<file path="src/rtl/dbg_ctl_pkg.sv">
// Shared constants and helpers for the debug control port.
// Assumes a 32-bit register data path.
package dbg_ctl_pkg;
    localparam int unsigned DATA_W   = 32;
    localparam int unsigned NREG     = 5;
    // register slot indices used by the decoder and read mux
    localparam int unsigned IX_HOLD  = 0;
    localparam int unsigned IX_ERASE = 1;
    localparam int unsigned IX_STAT  = 2;
    localparam int unsigned IX_PROT  = 3;
    localparam int unsigned IX_IDENT = 4;

    typedef enum logic {SEQ_IDLE = 1'b0, SEQ_BUSY = 1'b1} seq_state_t;

    // Assemble the identification word from its fields.
    function automatic logic [DATA_W-1:0] make_ident(
        input logic [3:0] rev,
        input logic [3:0] cont,
        input logic [6:0] ident,
        input logic [3:0] cls,
        input logic [7:0] apid
    );
        logic [DATA_W-1:0] w;
        w          = '0;
        w[31:28]   = rev;
        w[27:24]   = cont;
        w[23:17]   = ident;
        w[16:13]   = cls;
        w[7:0]     = apid;
        return w;
    endfunction
endpackage

</file>
<file path="src/rtl/dbg_ctl_decode.sv">
// Offset decoder: compares the request offset with each register slot
// and reports one-hot hits plus qualified write strobes.
// Assumes offsets are distinct; unmatched offsets give an all-zero hit vector.
module dbg_ctl_decode
    import dbg_ctl_pkg::*;
#(
    parameter int unsigned ADDR_W    = 8,
    parameter logic [ADDR_W-1:0] OFS_HOLD  = 8'h00,
    parameter logic [ADDR_W-1:0] OFS_ERASE = 8'h04,
    parameter logic [ADDR_W-1:0] OFS_STAT  = 8'h08,
    parameter logic [ADDR_W-1:0] OFS_PROT  = 8'h0C,
    parameter logic [ADDR_W-1:0] OFS_IDENT = 8'hFC
) (
    input  logic              req_valid,
    input  logic              req_write,
    input  logic [ADDR_W-1:0] req_addr,
    output logic [NREG-1:0]   hit,
    output logic              rd_en,
    output logic              wr_hold,
    output logic              wr_erase
);
    localparam logic [ADDR_W-1:0] OFS_TAB [NREG] =
        '{OFS_HOLD, OFS_ERASE, OFS_STAT, OFS_PROT, OFS_IDENT};

    // one comparator per register slot
    for (genvar g = 0; g < NREG; g++) begin : g_cmp
        assign hit[g] = req_valid && (req_addr == OFS_TAB[g]);
    end

    // qualify strobes by direction; only two slots are writable
    always_comb begin
        rd_en    = req_valid && !req_write;
        wr_hold  = req_write && hit[IX_HOLD];
        wr_erase = req_write && hit[IX_ERASE];
    end
endmodule

</file>
<file path="src/rtl/dbg_ctl_erase_seq.sv">
// Erase-all sequencer: idle/busy handshake toward the memory controller.
// Assumes erase_done is only meaningful while a request is outstanding.
module dbg_ctl_erase_seq
    import dbg_ctl_pkg::*;
(
    input  logic clk,
    input  logic rst_n,
    input  logic start,
    input  logic erase_done,
    output logic busy,
    output logic erase_complete
);
    seq_state_t state;

    // advance the handshake state and generate the completion pulse
    always_ff @(posedge clk) begin
        if (!rst_n) begin
            state          <= SEQ_IDLE;
            erase_complete <= 1'b0;
        end else begin
            erase_complete <= 1'b0;
            case (state)
                SEQ_IDLE: if (start) state <= SEQ_BUSY;
                SEQ_BUSY: if (erase_done) begin
                    state          <= SEQ_IDLE;
                    erase_complete <= 1'b1;
                end
                default: state <= SEQ_IDLE;
            endcase
        end
    end

    assign busy = (state == SEQ_BUSY);

    AST_ERASE_START: assert property (@(posedge clk) disable iff (!rst_n)
        (start && !busy) |=> busy);
    AST_ERASE_HELD: assert property (@(posedge clk) disable iff (!rst_n)
        (busy && !erase_done) |=> busy);
    AST_DONE_ONE_CYCLE: assert property (@(posedge clk) disable iff (!rst_n)
        erase_complete |=> !erase_complete);
    AST_DONE_CAUSE: assert property (@(posedge clk) disable iff (!rst_n)
        erase_complete |-> ($past(busy) && $past(erase_done) && !busy));
endmodule

</file>
<file path="src/rtl/dbg_ctl_rdmux.sv">
// Registered read multiplexer: returns the selected register one cycle
// after a read request. Assumes the hit vector is one-hot or zero.
module dbg_ctl_rdmux
    import dbg_ctl_pkg::*;
(
    input  logic              clk,
    input  logic              rst_n,
    input  logic              rd_en,
    input  logic [NREG-1:0]   hit,
    input  logic [DATA_W-1:0] val [NREG],
    output logic              rd_valid,
    output logic [DATA_W-1:0] rd_data
);
    logic [DATA_W-1:0] masked [NREG];
    logic [DATA_W-1:0] merged;

    // gate every slot by its hit bit
    for (genvar g = 0; g < NREG; g++) begin : g_mask
        assign masked[g] = hit[g] ? val[g] : '0;
    end

    // OR the gated slots; no hit gives zero
    always_comb begin
        merged = '0;
        for (int i = 0; i < NREG; i++) merged = merged | masked[i];
    end

    // capture the read result and its strobe
    always_ff @(posedge clk) begin
        if (!rst_n) begin
            rd_valid <= 1'b0;
            rd_data  <= '0;
        end else begin
            rd_valid <= rd_en;
            rd_data  <= rd_en ? merged : '0;
        end
    end

    AST_RD_STROBE: assert property (@(posedge clk) disable iff (!rst_n)
        rd_en |=> rd_valid);
    AST_UNMAPPED_ZERO: assert property (@(posedge clk) disable iff (!rst_n)
        (rd_en && (hit == '0)) |=> (rd_data == '0));
    AST_HIT_ONEHOT: assert property (@(posedge clk) disable iff (!rst_n)
        $onehot0(hit));
endmodule

</file>
<file path="src/rtl/dbg_ctl_port.sv">
// Debug control port top: reset-hold bit, erase trigger and status,
// protection status and identification, reachable independent of protection.
// Assumes single-beat accesses and an external memory controller for erase.
module dbg_ctl_port
    import dbg_ctl_pkg::*;
#(
    parameter int unsigned ADDR_W = 8,
    parameter logic [3:0]  ID_REV   = 4'h0,
    parameter logic [3:0]  ID_CONT  = 4'h2,
    parameter logic [6:0]  ID_CODE  = 7'h44,
    parameter logic [3:0]  ID_CLASS = 4'h0,
    parameter logic [7:0]  ID_APID  = 8'h00
) (
    input  logic              clk,
    input  logic              rst_n,
    input  logic              req_valid,
    input  logic              req_write,
    input  logic [7:0]        req_addr,
    input  logic [31:0]       req_wdata,
    output logic              rd_valid,
    output logic [31:0]       rd_data,
    input  logic              prot_active,
    output logic              dev_reset_hold,
    output logic              erase_req,
    input  logic              erase_done,
    output logic              erase_complete
);
    localparam logic [DATA_W-1:0] IDENT_WORD =
        make_ident(ID_REV, ID_CONT, ID_CODE, ID_CLASS, ID_APID);

    logic [NREG-1:0]   hit;
    logic              rd_en, wr_hold, wr_erase;
    logic              busy;
    logic [DATA_W-1:0] val [NREG];

    dbg_ctl_decode #(.ADDR_W(ADDR_W)) u_decode (
        .req_valid (req_valid),
        .req_write (req_write),
        .req_addr  (req_addr[ADDR_W-1:0]),
        .hit       (hit),
        .rd_en     (rd_en),
        .wr_hold   (wr_hold),
        .wr_erase  (wr_erase)
    );

    // hold the device in reset while the stored bit is set
    always_ff @(posedge clk) begin
        if (!rst_n)       dev_reset_hold <= 1'b0;
        else if (wr_hold) dev_reset_hold <= req_wdata[0];
    end

    dbg_ctl_erase_seq u_erase (
        .clk            (clk),
        .rst_n          (rst_n),
        .start          (wr_erase && req_wdata[0]),
        .erase_done     (erase_done),
        .busy           (busy),
        .erase_complete (erase_complete)
    );

    assign erase_req = busy;

    // readable view of each slot; the erase trigger is write-only
    always_comb begin
        val[IX_HOLD]  = {{(DATA_W-1){1'b0}}, dev_reset_hold};
        val[IX_ERASE] = '0;
        val[IX_STAT]  = {{(DATA_W-1){1'b0}}, busy};
        val[IX_PROT]  = {{(DATA_W-1){1'b0}}, !prot_active};
        val[IX_IDENT] = IDENT_WORD;
    end

    dbg_ctl_rdmux u_rdmux (
        .clk      (clk),
        .rst_n    (rst_n),
        .rd_en    (rd_en),
        .hit      (hit),
        .val      (val),
        .rd_valid (rd_valid),
        .rd_data  (rd_data)
    );

    AST_HOLD_WRITE: assert property (@(posedge clk) disable iff (!rst_n)
        wr_hold |=> (dev_reset_hold == $past(req_wdata[0])));
    AST_HOLD_UPPER_IGNORED: assert property (@(posedge clk) disable iff (!rst_n)
        (wr_hold && (req_wdata[DATA_W-1:1] != '0)) |=> (dev_reset_hold == $past(req_wdata[0])));
    AST_HOLD_STABLE: assert property (@(posedge clk) disable iff (!rst_n)
        !wr_hold |=> $stable(dev_reset_hold));
    AST_NO_RD_ON_WRITE: assert property (@(posedge clk) disable iff (!rst_n)
        (req_valid && req_write) |=> !rd_valid);
endmodule

</file>
<file path="config.mk">
export PLATFORM = sky130hd
export DESIGN_NAME = dbg_ctl_port
export DESIGN_NICKNAME = d
export VERILOG_FILES = /design/src/rtl/dbg_ctl_pkg.sv /design/src/rtl/dbg_ctl_decode.sv /design/src/rtl/dbg_ctl_erase_seq.sv /design/src/rtl/dbg_ctl_rdmux.sv /design/src/rtl/dbg_ctl_port.sv
export SDC_FILE = /design/constraint.sdc
export NUM_CORES = 1
export LEC_CHECK = 0
export BUFFER_PORTS_ARGS = -buffer_cell sky130_fd_sc_hd__buf_2
export CORE_MARGIN = 5
export CORE_UTILIZATION = 27
export CTS_CLUSTER_DIAMETER = 100
export DETAILED_ROUTE_END_ITERATION = 16
export PLACE_DENSITY = 0.77
export SYNTH_ARGS = -nofsm -noshare
export SYNTH_HDL_FRONTEND = slang
export SYNTH_SLANG_ARGS = --single-unit
</file>
<file path="constraint.sdc">
create_clock -name clk -period 1.7 [get_ports clk]
set_clock_uncertainty 0.1 [all_clocks]
set_input_delay 0.17 -clock clk [delete_from_list [all_inputs] [get_ports clk]]
set_output_delay 0.17 -clock clk [all_outputs]
set_load 0.1 [all_outputs]
</file>
Word level (Yosys, flattened, before mapping)

Cells that the tools add are included.

RAM bits: 0
Bits in latches: 0
Memories kept: 0
Input bits: 46
Word-level logic and storage cells: 35
Bits in registers: 36
ROM bits: 0

Bitwise logic cells: 4
Multipliers: 0
Multiplexer cells: 8
Shift operators: 0
Divide/modulo/power cells: 0
Magnitude comparators: 0
$add $sub $neg: 0
Equal/unequal tests: 4
Reductions and logical operators: 14

Operators by type and width:

| kind               | number |
|---|---|
| $or 32x32->32      | 3 |
| $mux 26            | 1 |
| $eq 8x4->1 const B | 2 |
| $logic_and 1x1->1  | 9 |
| $eq 8x3->1 const B | 1 |
| $eq 8x8->1 const B | 1 |
| $logic_not 8->1    | 1 |
| $mux 1             | 6 |
| $reduce_and 2->1   | 2 |
| $logic_not 1->1    | 2 |
| $pmux 1 s2         | 1 |
| $not 1->1          | 1 |

Depth between registers and ports, before layout

Gate-level depths: netlist of run 1.

Word-level depth: 6
Mapped depth: 3

Hierarchy

A second synthesis of run 1 with hierarchy kept.

Cell total of the unflattened synthesis: 180
Area, all modules: 1761.7 um^2

Modules (own cells, without submodules):

| module            | times used | cells an instance | area an instance (um^2) |
|---|---|---|---|
| dbg_ctl_rdmux     | 1          | 149               | 1493.9 |
| dbg_ctl_decode    | 1          | 18                | 135.1 |
| dbg_ctl_erase_seq | 1          | 6                 | 78.8 |
| dbg_ctl_port      | 1          | 7                 | 53.8 |

Worst setup path before layout of run 1

Ideal clock, no wire load.

Path kind: reg2reg
From: reg dev_reset_hold
To: reg u_rdmux.rd_data[0]
Buffers on the path: 0
Cell stages (with the launch flop): 3
Period minus slack after synthesis: 1.840 ns
Library setup time: 0.103 ns
Data required time: 1.497 ns
Path slack: -0.140 ns
Arrival time: 1.637 ns
Cell sequence: dfxtp_1 > or3b_1 > a2111oi_2

Word-level cells in the longest chain between the ends: 4

Ends and longest elaborated chain:

| item                        | RTL line            | source |
|---|---|---|
| from (decl)                 | dbg_ctl_port.sv:23  | `output logic dev_reset_hold,` |
| from (signal assigned)      | dbg_ctl_port.sv:49  | `else if (wr_hold) dev_reset_hold <= req_wdata[0];` |
| $mux 1                      | dbg_ctl_rdmux.sv:19 | `assign masked[g] = hit[g] ? val[g] : '0;` |
| $or 32x32->32 (3 in series) | dbg_ctl_rdmux.sv:25 | `for (int i = 0; i < NREG; i++) merged = merged \| masked[i];` |
| to (signal assigned)        | dbg_ctl_rdmux.sv:35 | `rd_data <= rd_en ? merged : '0;` |
| to (decl)                   | dbg_ctl_rdmux.sv:12 | `output logic [DATA_W-1:0] rd_data` |

No other way between the ends.
A chain may end at the register's enable or synchronous reset.

Worst setup path in the final report of run 1

From: in req_addr[5]
To: reg dev_reset_hold

Word-level cells in the longest chain between the ends: 3

Ends and longest elaborated chain:

| item              | RTL line             | source |
|---|---|---|
| from (decl)       | dbg_ctl_port.sv:18   | `input logic [7:0] req_addr,` |
| $logic_not 8->1   | dbg_ctl_decode.sv:27 | `assign hit[g] = req_valid && (req_addr == OFS_TAB[g]);` |
| $logic_and 1x1->1 | dbg_ctl_decode.sv:27 |  |
| $logic_and 1x1->1 | dbg_ctl_decode.sv:33 | `wr_hold = req_write && hit[IX_HOLD];` |

No other way between the ends.

==> summary.md, run 1 <==
| Metric | Value |
|---|---|
| Crit Reg-Reg Endpoint | `u_rdmux.rd_data[0]` |
| Total GRT Usage | `about 6.4%` |
| WP data arrival | `around 1400 ps` |
| CP Class | `input pin to register` |
| # IOs | `just over 80` |
| RR Startpoint | `dev_reset_hold` |
| Die ar. | `2870 um^2` |
| DPL Wire Length | `slightly above 900 um` |
| Diodes inserted | `0` |
| Port buffer count | `22` |
| Max IR drop VDD | `0.000258 V` |
| Post-route ant nets | `0` |
| Initial DRT Pass Iterations | `1` |
| Number of global-route vias before repair | `335` |
| Htree depth | `1` |
| FF/Latch Area | `123 um^2` |
| Area grow syn2layout | `8.31%` |
| Placer congestion estimate | `0.708` |
| Max-cap violation count | `0` |
| First-pass GRT wire length | `around 1200 um` |
| Gates resized, CTS repair | `0` |
| CTS Sinks | `6` |
| HP Start | `req_addr[5]` |
| CTS root buf | `clkbuf_4` |
| Maximum clock path buffer count | `2` |
| Fmax | `~770 MHz` |
| Startpoint Class | `input pin` |
| Synth cell count leaders | `buf_4, nand2_1, dfxtp_1` |
| GR Overflow Total | `0` |
| Final setup TNS | `0 ps` |
| FF+latch count, synth | `6` |
| Total CTS buffers | `3` |
| Worst min path class | `input pin to register` |
| Clk Latency, worst-skew pair | `between 200 and 250 ps` |
| Hold depth | `2` |
| Horizontal die dimension | `roughly 54 um` |
| Routed WL per cell | `9.45 um` |
| Post-synthesis instance area | `512 um^2` |
| Total power | `just under 0.0006 W` |
| Row count | `15` |
| Initial antenna violation count | `0` |
| DRC | `0` |
| Final Net Count | `132` |
| CTS tree | `yes` |
| Dpl cell area | `532 um^2` |
| Most used DFF post-synth | `dfxtp_1` |
| WL final | `1030 um` |
| Max FO, Critical Path | `3` |
| Post-CTS Setup Bufs | `0` |
| Core box area | `1760 um^2` |
| Critical Path End Type | `register` |
| RSZ-0062 raised after global routing | `no` |
| CTS clk-pin slew, worst paths | `approximately 40 ps` |
| Status | `finished, final reports clean` |
| Area leader, netlist | `buf_4` |
| Cts hold-fix bufs | `0` |
| Post-Syn Instances | `62` |
| Leakage | `approximately 0.30 nW` |
| R2R setup slack | `between 500 and 600 ps` |
| Share of cells above drive strength 1 | `a little under two fifths` |
| Final Max Slew Viols | `0` |
| R2R depth | `2` |
| Mean post-synth cell area | `~8.3 um^2` |
| Design area | `between 500 and 600 um^2` |
| Async SR Flop Fraction | `0%` |
| DIE HEIGHT | `between 50 and 60 um` |
| Sequential share of the synthesized area | `a little under a quarter` |
| # setup viols final | `0` |
| Final setup margin | `roughly 390 ps` |
| Fill cells | `214` |
| Count of warnings emitted by yosys | `0` |
| Netlist cell types | `20` |
| Minimum clock period | `approximately 1300 ps` |
| Via count | `between 400 and 500` |
| Top-area cell type share of the netlist area | `~44%` |
| Final hold vios | `0` |
| Pwr/cell area | `between 1000 and 1500 nW/um^2` |
| Largest net degree at the start of global routing | `7` |
| Multi-input logic area | `264 um^2` |
| Util after Layout | `around a third` |
| Data required, critical path | `1770 ps` |
| Top-count cell post-synth | `buf_4` |
| Via/cell ratio | `about 3.8` |
| Pre-CTS setup slack | `roughly 120 ps` |
| Synth top area cells | `buf_4, dfxtp_1, nand2_1, nor4_1, a2111oi_2` |
| Post-synth EDFFs | `0` |
| DRT iter0 DRCs | `0` |
| Initial cell density of the core | `around 29%` |
| Crit share post-route | `between 70% and 80%` |
| Worst Hold End | `u_rdmux.rd_data[0]` |
## power breakdown
group          total [W]  switching (W)  internal, W
logic           0.000312       0.000294    0.0000182
registers       0.000142    0.000000246     0.000142
clock network   0.000129      0.0000492    0.0000797
total           0.000584       0.000344     0.000240
## cells by family (layout without fill, tap and decap cells)
family | after synthesis | in the layout | share of synthesized area, %
mux | 1 | 1 | 1.96
simple gates | 20 | 20 | 23.0
flops | 6 | 6 | 23.5
compound gates | 3 | 3 | 6.11
buf+inv | 31 | 26 | 44.7
other cells | 1 | 28 | 0.733
## flip-flops by register name, summed over array words and instances (netlist names)
signal and cells:
u_erase.erase_complete 1, u_erase.busy 1, u_rdmux.rd_valid 1, dev_reset_hold 1, u_rdmux.rd_data 2
## per-layer routing
metal  track usage, %  vias to the layer above  part of all wire, %
met5                0                        -                    0
li1                 -                      197                    -
met1             3.99                      182                   26
met2             12.9                       29                   55
met3             2.49                        4                   16
met4             6.38                        0                  2.6
## metrics by stage
stage / hold slack [ps] / instances
2_1_floorplan: 139 / 89
3_5_place_dp: 279 / 106
5_1_grt: 35.4 / 109
6_report: 30.3 / 109
3_3_place_gp: 271 / 106
4_1_cts: 23.3 / 109
## area by class of cell
class,instances,area share (%)
multi-input combinational,52,47.6
sequential,6,22.1
timing repair buffer,22,19.9
tap,25,5.64
clock buffer,3,4.06
inverter,1,0.677
## worst max path at each step
| stage | end | cells past startpoint | slack (ps) | startpoint |
|---|---|---|---|---|
| 2_1_floorplan | rd_data[23] | 1 | 60 | u_rdmux.rd_data[23] |
| 3_3_place_gp | u_rdmux.rd_data[0] | 4 | 170 | req_addr[1] |
| 3_5_place_dp | dev_reset_hold | 4 | 120 | req_addr[5] |
| 4_1_cts | dev_reset_hold | 4 | 390 | req_addr[5] |
| 5_1_grt | dev_reset_hold | 4 | 310 | req_addr[5] |
| 6_report | dev_reset_hold | 4 | 390 | req_addr[5] |
## layout by cell type, fill, tap and decap left out
cell       instances
nor4_1             3
a2111oi_2          1
nand3b_1           1
buf_2             22
dfxtp_1            4
o21a_1             1
inv_1              1
or4b_2             1
clkbuf_4           3
dfxtp_2            2
nor2b_1            1
or4_1              1
mux2i_1            1
or3b_1             1
nor2_1             1
and3_1             1
o2111ai_1          1
nand3_1            1
or3_4              1
nand2_1            7
conb_1            28
or2_2              1
## critical path: stages
cell     delay [ps]
buf_2           120
or4_1           550
nor4_1          320
mux2i_1         210
No activity file was read; power rests on OpenSTA's default activity.
==> inputs of run 2 (changes only) <==
--- a/config.mk
+++ b/config.mk
@@ -5,12 +5,13 @@
 export SDC_FILE = /design/constraint.sdc
 export NUM_CORES = 1
 export LEC_CHECK = 0
+export ABC_AREA = 1
 export BUFFER_PORTS_ARGS = -buffer_cell sky130_fd_sc_hd__buf_2
 export CORE_MARGIN = 5
-export CORE_UTILIZATION = 27
+export CORE_UTILIZATION = 25
 export CTS_CLUSTER_DIAMETER = 100
 export DETAILED_ROUTE_END_ITERATION = 16
-export PLACE_DENSITY = 0.77
+export PLACE_DENSITY = 0.74
 export SYNTH_ARGS = -nofsm -noshare
 export SYNTH_HDL_FRONTEND = slang
 export SYNTH_SLANG_ARGS = --single-unit
==> constraint.sdc (replaced) <==
create_clock -name clk -period 1.1 [get_ports clk]
set_clock_uncertainty 0.1 [all_clocks]
set_input_delay 0.11 -clock clk [delete_from_list [all_inputs] [get_ports clk]]
set_output_delay 0.11 -clock clk [all_outputs]
set_load 0.1 [all_outputs]
==> summary.md, run 2 <==
| Metric | Value |
|---|---|
| Status | `finished, final reports clean` |
| DPL Wire Length | `about 1000 um` |
| Horizontal die dimension | `56.0 um` |
| Via/cell ratio | `3.67` |
| Die ar. | `3130 um^2` |
| WL final | `around 1300 um` |
| First-pass GRT wire length | `roughly 2000 um` |
| Routed WL per cell | `approximately 9.7 um` |
| P_sw | `approximately 0.00056 W` |
| # IOs | `between 80 and 90` |
| Port buffer count | `22` |
| Design area | `between 700 and 800 um^2` |
| Count of warnings emitted by yosys | `0` |
| Final Net Count | `about 150` |
| Netlist cell types | `16` |
| Leakage | `0.379 nW` |
| Number of global-route vias before repair | `roughly 480` |
| Htree depth | `1` |
| Synth cell count leaders | `buf_4, nand2_1, dfxtp_1, inv_1, nor2_1` |
| HP Start | `rst_n` |
| Async SR Flop Fraction | `0%` |
| Initial cell density of the core | `26.6%` |
| Fmax | `~960 MHz` |
| Maximum clock path buffer count | `2` |
| Most frequent cells in the layout | `conb_1, buf_2, nand2_1` |
| Via count | `between 400 and 500` |
| Most used DFF post-synth | `dfxtp_1` |
| Final hold vios | `0` |
| Data required, critical path | `roughly 890 ps` |
| DRT iter0 DRCs | `7` |
| # setup viols final | `0` |
| Top-area cell type share of the netlist area | `42.7%` |
| Worst min path class | `input pin to register` |
| Total power | `approximately 0.00095 W` |
| GR Overflow Total | `0` |
| Core box area | `~2000 um^2` |
| CTS root buf | `clkbuf_4` |
| Post-synthesis instance area | `roughly 530 um^2` |
| Crit path launch | `u_rdmux.rd_data[23]` |
| DRC | `0` |
| Comb pwr share | `between 50% and 60%` |
| Share of cells above drive strength 1 | `a little over a third` |
| Post-synth EDFFs | `0` |
| Largest register FFs | `2` |
| FF/Latch Area | `approximately 140 um^2` |
| DIE HEIGHT | `~56 um` |
| Initial antenna violation count | `0` |
| Largest net degree at the start of global routing | `5` |
| Clk network pwr share | `about a quarter` |
| Largest Register | `u_rdmux.rd_data` |
| Final setup margin | `~60 ps` |
| Minimum clock period | `about 1000 ps` |
| RR Startpoint | `u_erase.busy` |
| Multi-input logic area | `268 um^2` |
| Post-CTS Setup Bufs | `0` |
| Clk Latency, worst-skew pair | `between 200 and 300 ps` |
| Sw Ratio | `slightly below 60%` |
| CP Class | `register to output pin` |
| Startpoint Class | `register` |
| Max IR drop VDD | `between 0.0005 and 0.0006 V` |
| Placer congestion estimate | `0.779` |
| Worst path cell trace | `buf_12` |
| Top-count cell post-synth | `buf_4` |
| Dpl cell area | `683 um^2` |
| FF+latch count, synth | `6` |
| Pre-CTS setup slack | `99.0 ps` |
| Mean post-synth cell area | `between 7 and 8 um^2` |
| Pwr/cell area | `around 1300 nW/um^2` |
| Commonest non-fill, non-tap cell in the layout | `conb_1` |
| Total CTS buffers | `3` |
| Max FO, Critical Path | `3` |
| Row count | `16` |
| Area grow syn2layout | `44.1%` |
| Critical Path End Type | `output pin` |
| Initial DRT Pass Iterations | `2` |
| CTS Sinks | `6` |
| WHS | `roughly 19 ps` |
| Final setup TNS | `0 ps` |
| Synth top area cells | `buf_4, dfxtp_1, nand2_1, inv_1, nor2_1` |
| Post-route ant nets | `0` |
| Post-Syn Instances | `75` |
| Area leader, netlist | `buf_4` |
| Diodes inserted | `0` |
| WP data arrival | `between 800 and 900 ps` |
| CP max-delay cell | `dfxtp_4` |
| Sequential power share | `between 20 and 25%` |
| Sequential share of the synthesized area | `22.7%` |
| Internal power | `approximately 0.0004 W` |
| CP delay by family, top | `flip-flops` |
| Final Max Slew Viols | `0` |
| Max-cap violation count | `0` |
| CTS clk-pin slew, worst paths | `about 50 ps` |
| Total GRT Usage | `8.41%` |
| Crit path buf inv count | `1` |
| CP peak stage delay | `390 ps` |
| Crit share post-route | `between 90% and 100%` |
| Fill cells | `191` |
| CTS tree | `yes` |
run 2: cell count changes after synthesis, sizes merged, moves of 2 or more:
cell	before	now
nor4	3	1
nand3	1	4
inv	1	6
nor2	1	10
nand2	7	12
run 2: power groups by stage:
stage	Combinational (W)	Clock, W	Sequential [W]
finish	0.000512	0.000229	0.000214
global route	0.000525	0.000252	0.000213
CTS	0.000508	0.000234	0.000214
detailed placement	0.000493	0	0.000218
global placement	0.000490	0	0.000218
floorplan	0.000514	0	0.000229
run 2: worst paths after layout:
path / endpoint / slack, ps / cells after the start
worst max-delay path: rd_data[25] / 60 / 1
worst min register to register: u_erase.erase_complete / 400 / 2
worst min-delay path: u_erase.erase_complete / 20 / 3
worst max register to register: u_rdmux.rd_data[0] / 90 / 5
run 2: timing repair:
| item | CTS | global route |
|---|---|---|
| setup endpoints to repair | 0 | 2 |
| endpoints found under the hold margin | 3 | 0 |
| hold buffers | 5 | 0 |
| gates resized for setup | 0 | 1 |
run 2: final cells by class:
type                            count  area share, %
Multi-Input combinational cell     60           35.2
Inverter                            6           2.96
Clock buffer                        4           3.45
Sequential cell                     6           17.8
Tap cell                           27           4.44
Timing Repair Buffer               26           36.2
run 2: tightest hold or removal path, stage by stage:
cell and delay (ps):
buf_2 130, nand2_1 60, nor2_1 30
run 2: per-layer routing:
metal	wire length [um]	global-route usage, %
met2	636	14.9
met5	0	0
met1	406	7.11
met3	158	3.02
met4	48	8.14
run 2: cells by family (layout without fill, tap and decap cells):
family                 Yosys count  in the layout  synth area share [%]
AND/OR/NAND/NOR                 30             30                  27.5
AO/OA/AOI/OAI                    2              2                  2.13
flip-flops                       6              6                  22.7
other                            1             28                 0.710
buffers and inverters           36             36                  46.9
run 2: through the flow:
step	util, %	instances
final	38.4	129
after global routing	38.4	129
after CTS	38.3	130
after detailed placement	34.5	121
after global placement	34.5	121
after floorplan	-	102
==> inputs of run 3 (changes only) <==
--- a/config.mk
+++ b/config.mk
@@ -7,11 +7,13 @@
 export LEC_CHECK = 0
 export ABC_AREA = 1
 export BUFFER_PORTS_ARGS = -buffer_cell sky130_fd_sc_hd__buf_2
+export CELL_PAD_IN_SITES_DETAIL_PLACEMENT = 1
+export CELL_PAD_IN_SITES_GLOBAL_PLACEMENT = 2
 export CORE_MARGIN = 5
-export CORE_UTILIZATION = 25
+export CORE_UTILIZATION = 10
 export CTS_CLUSTER_DIAMETER = 100
 export DETAILED_ROUTE_END_ITERATION = 16
-export PLACE_DENSITY = 0.74
+export PLACE_DENSITY_LB_ADDON = 0.1
 export SYNTH_ARGS = -nofsm -noshare
 export SYNTH_HDL_FRONTEND = slang
 export SYNTH_SLANG_ARGS = --single-unit
==> summary.md, run 3 (synthesis results as in run 2) <==
| Metric | Value |
|---|---|
| # setup viols final | `0` |
| Maximum clock path buffer count | `2` |
| Commonest non-fill, non-tap cell in the layout | `conb_1` |
| Crit share post-route | `between 90% and 100%` |
| Horizontal die dimension | `between 80 and 90 um` |
| Clk network pwr share | `approximately a third` |
| Pwr/cell area | `approximately 1400 nW/um^2` |
| FF/Latch Area | `between 100 and 150 um^2` |
| # IOs | `between 80 and 90` |
| Final hold vios | `0` |
| Htree depth | `1` |
| Diodes inserted | `0` |
| Data required, critical path | `1120 ps` |
| Status | `finished, final reports clean` |
| Fill cells | `roughly 630` |
| CTS clk-pin slew, worst paths | `around 40 ps` |
| P_sw | `between 0.0005 and 0.0006 W` |
| Final Max Slew Viols | `0` |
| Post-route ant nets | `0` |
| Cts hold-fix bufs | `0` |
| Final Net Count | `~150` |
| Sw Ratio | `between 50 and 60%` |
| Largest register FFs | `2` |
| CP most frequent cell | `nand2_1` |
| DRC | `0` |
| GR Overflow Total | `0` |
| Worst min path class | `input pin to register` |
| DRT iter0 DRCs | `8` |
| Pre-CTS setup slack | `between 70 and 80 ps` |
| DPL Wire Length | `1270 um` |
| CP delay by family, top | `simple AND/OR/NAND/NOR gates` |
| WP data arrival | `approximately 1000 ps` |
| Number of global-route vias before repair | `436` |
| Placer congestion estimate | `about 0.7` |
| Via count | `roughly 440` |
| CTS tree | `yes` |
| Max FO, Critical Path | `4` |
| Row count | `26` |
| Multi-input logic area | `262 um^2` |
| Total power | `0.00107 W` |
| Util after Layout | `around 15%` |
| Fmax | `978 MHz` |
| Gates resized, CTS repair | `0` |
| Startpoint Class | `register` |
| CP Class | `register to register` |
| CTS Sinks | `6` |
| Total CTS buffers | `3` |
| Sequential power share | `20.0%` |
| Final setup margin | `a little under 80 ps` |
| Routed WL per cell | `just over 8 um` |
| CTS root buf | `clkbuf_8` |
| DIE HEIGHT | `between 80 and 90 um` |
| Critical Path End Type | `register` |
| CP max-delay cell | `dfxtp_4` |
| First-pass GRT wire length | `2010 um` |
| Dpl cells | `between 150 and 200` |
| Minimum clock period | `~1000 ps` |
| Internal power | `~0.00050 W` |
| Area grow syn2layout | `48.1%` |
| Initial DRT Pass Iterations | `4` |
| Max-cap violation count | `0` |
| Total GRT Usage | `~4.2%` |
| Leakage | `about 0.37 nW` |
| Post-CTS Setup Bufs | `0` |
| Final setup TNS | `0 ps` |
| CP peak stage delay | `between 300 and 400 ps` |
| Die ar. | `slightly below 7000 um^2` |
| Via/cell ratio | `2.61` |
| Post-Layout Cell Count | `between 150 and 200` |
| RSZ-0062 raised after global routing | `no` |
| Worst path cell trace | `or2_1, nand2_1, o22ai_1, nand2_1, inv_1` |
| Most frequent cells in the layout | `conb_1, buf_2, nand2_1` |
| Initial antenna violation count | `0` |
| Port buffer count | `22` |
| Largest net degree at the start of global routing | `5` |
| WL final | `1380 um` |
| Clk Latency, worst-skew pair | `approximately 230 ps` |
| Share of cells above drive strength 1 | `between 30% and 40%` |
| Core box area | `just over 5000 um^2` |
| Comb pwr share | `around 47%` |
| Max IR drop VDD | `roughly 0.0002 V` |
| Crit path buf inv count | `1` |
| Largest Register | `u_rdmux.rd_data` |
| Initial cell density of the core | `between 10% and 20%` |
run 3: cell types whose count changed in the layout (fill, tap and decap cells not counted), sizes merged:
| cell | change |
|---|---|
| dlygate4sd3 | -5 |
| buf | +1 |
run 3: power by group through the flow:
| stage | Sequential (W) | Clock (W) | Combinational, W |
|---|---|---|---|
| after floorplan | 0.000229 | 0 | 0.000514 |
| after global placement | 0.000218 | 0 | 0.000496 |
| after detailed placement | 0.000218 | 0 | 0.000495 |
| after CTS | 0.000214 | 0.000374 | 0.000496 |
| after global routing | 0.000214 | 0.000381 | 0.000513 |
| final | 0.000214 | 0.000358 | 0.000498 |
run 3: worst min-delay path: cells and delay by family:
| kind | cells | cell delay [ps] |
|---|---|---|
| buffers and inverters | 1 | 110 |
| AND/OR/NAND/NOR | 2 | 80 |
run 3: final timing paths:
check / from / slack [ps] / cells after the start / end
setup / recovery: u_erase.busy / 80 / 5 / u_rdmux.rd_data[0]
hold / removal: erase_done / 10 / 3 / u_erase.erase_complete
setup reg to reg: u_erase.busy / 80 / 5 / u_rdmux.rd_data[0]
hold reg to reg: u_erase.busy / 400 / 2 / u_erase.erase_complete
run 3: cell type report:
class | instances | share of cell area [%]
Multi-Input combinational cell | 60 | 33.4
Inverter | 6 | 2.88
Tap cell | 70 | 11.2
Sequential cell | 6 | 17.3
Timing Repair Buffer | 22 | 29.4
Clock buffer | 4 | 5.76
run 3: metrics by stage:
step	hold slack [ps]	instance area [um^2]
finish	9.56	782
global route	19.5	782
CTS	1.42	782
detailed placement	247	737
global placement	240	737
floorplan	116	644
run 3: layer usage:
metal | vias to the layer above | share of wire (%) | global-route usage [%]
met4 | 0 | 0.87 | 4.41
met3 | 4 | 8.5 | 0.868
met5 | - | 0 | 0
li1 | 217 | - | -
met2 | 26 | 55 | 6.89
met1 | 192 | 35 | 4.19
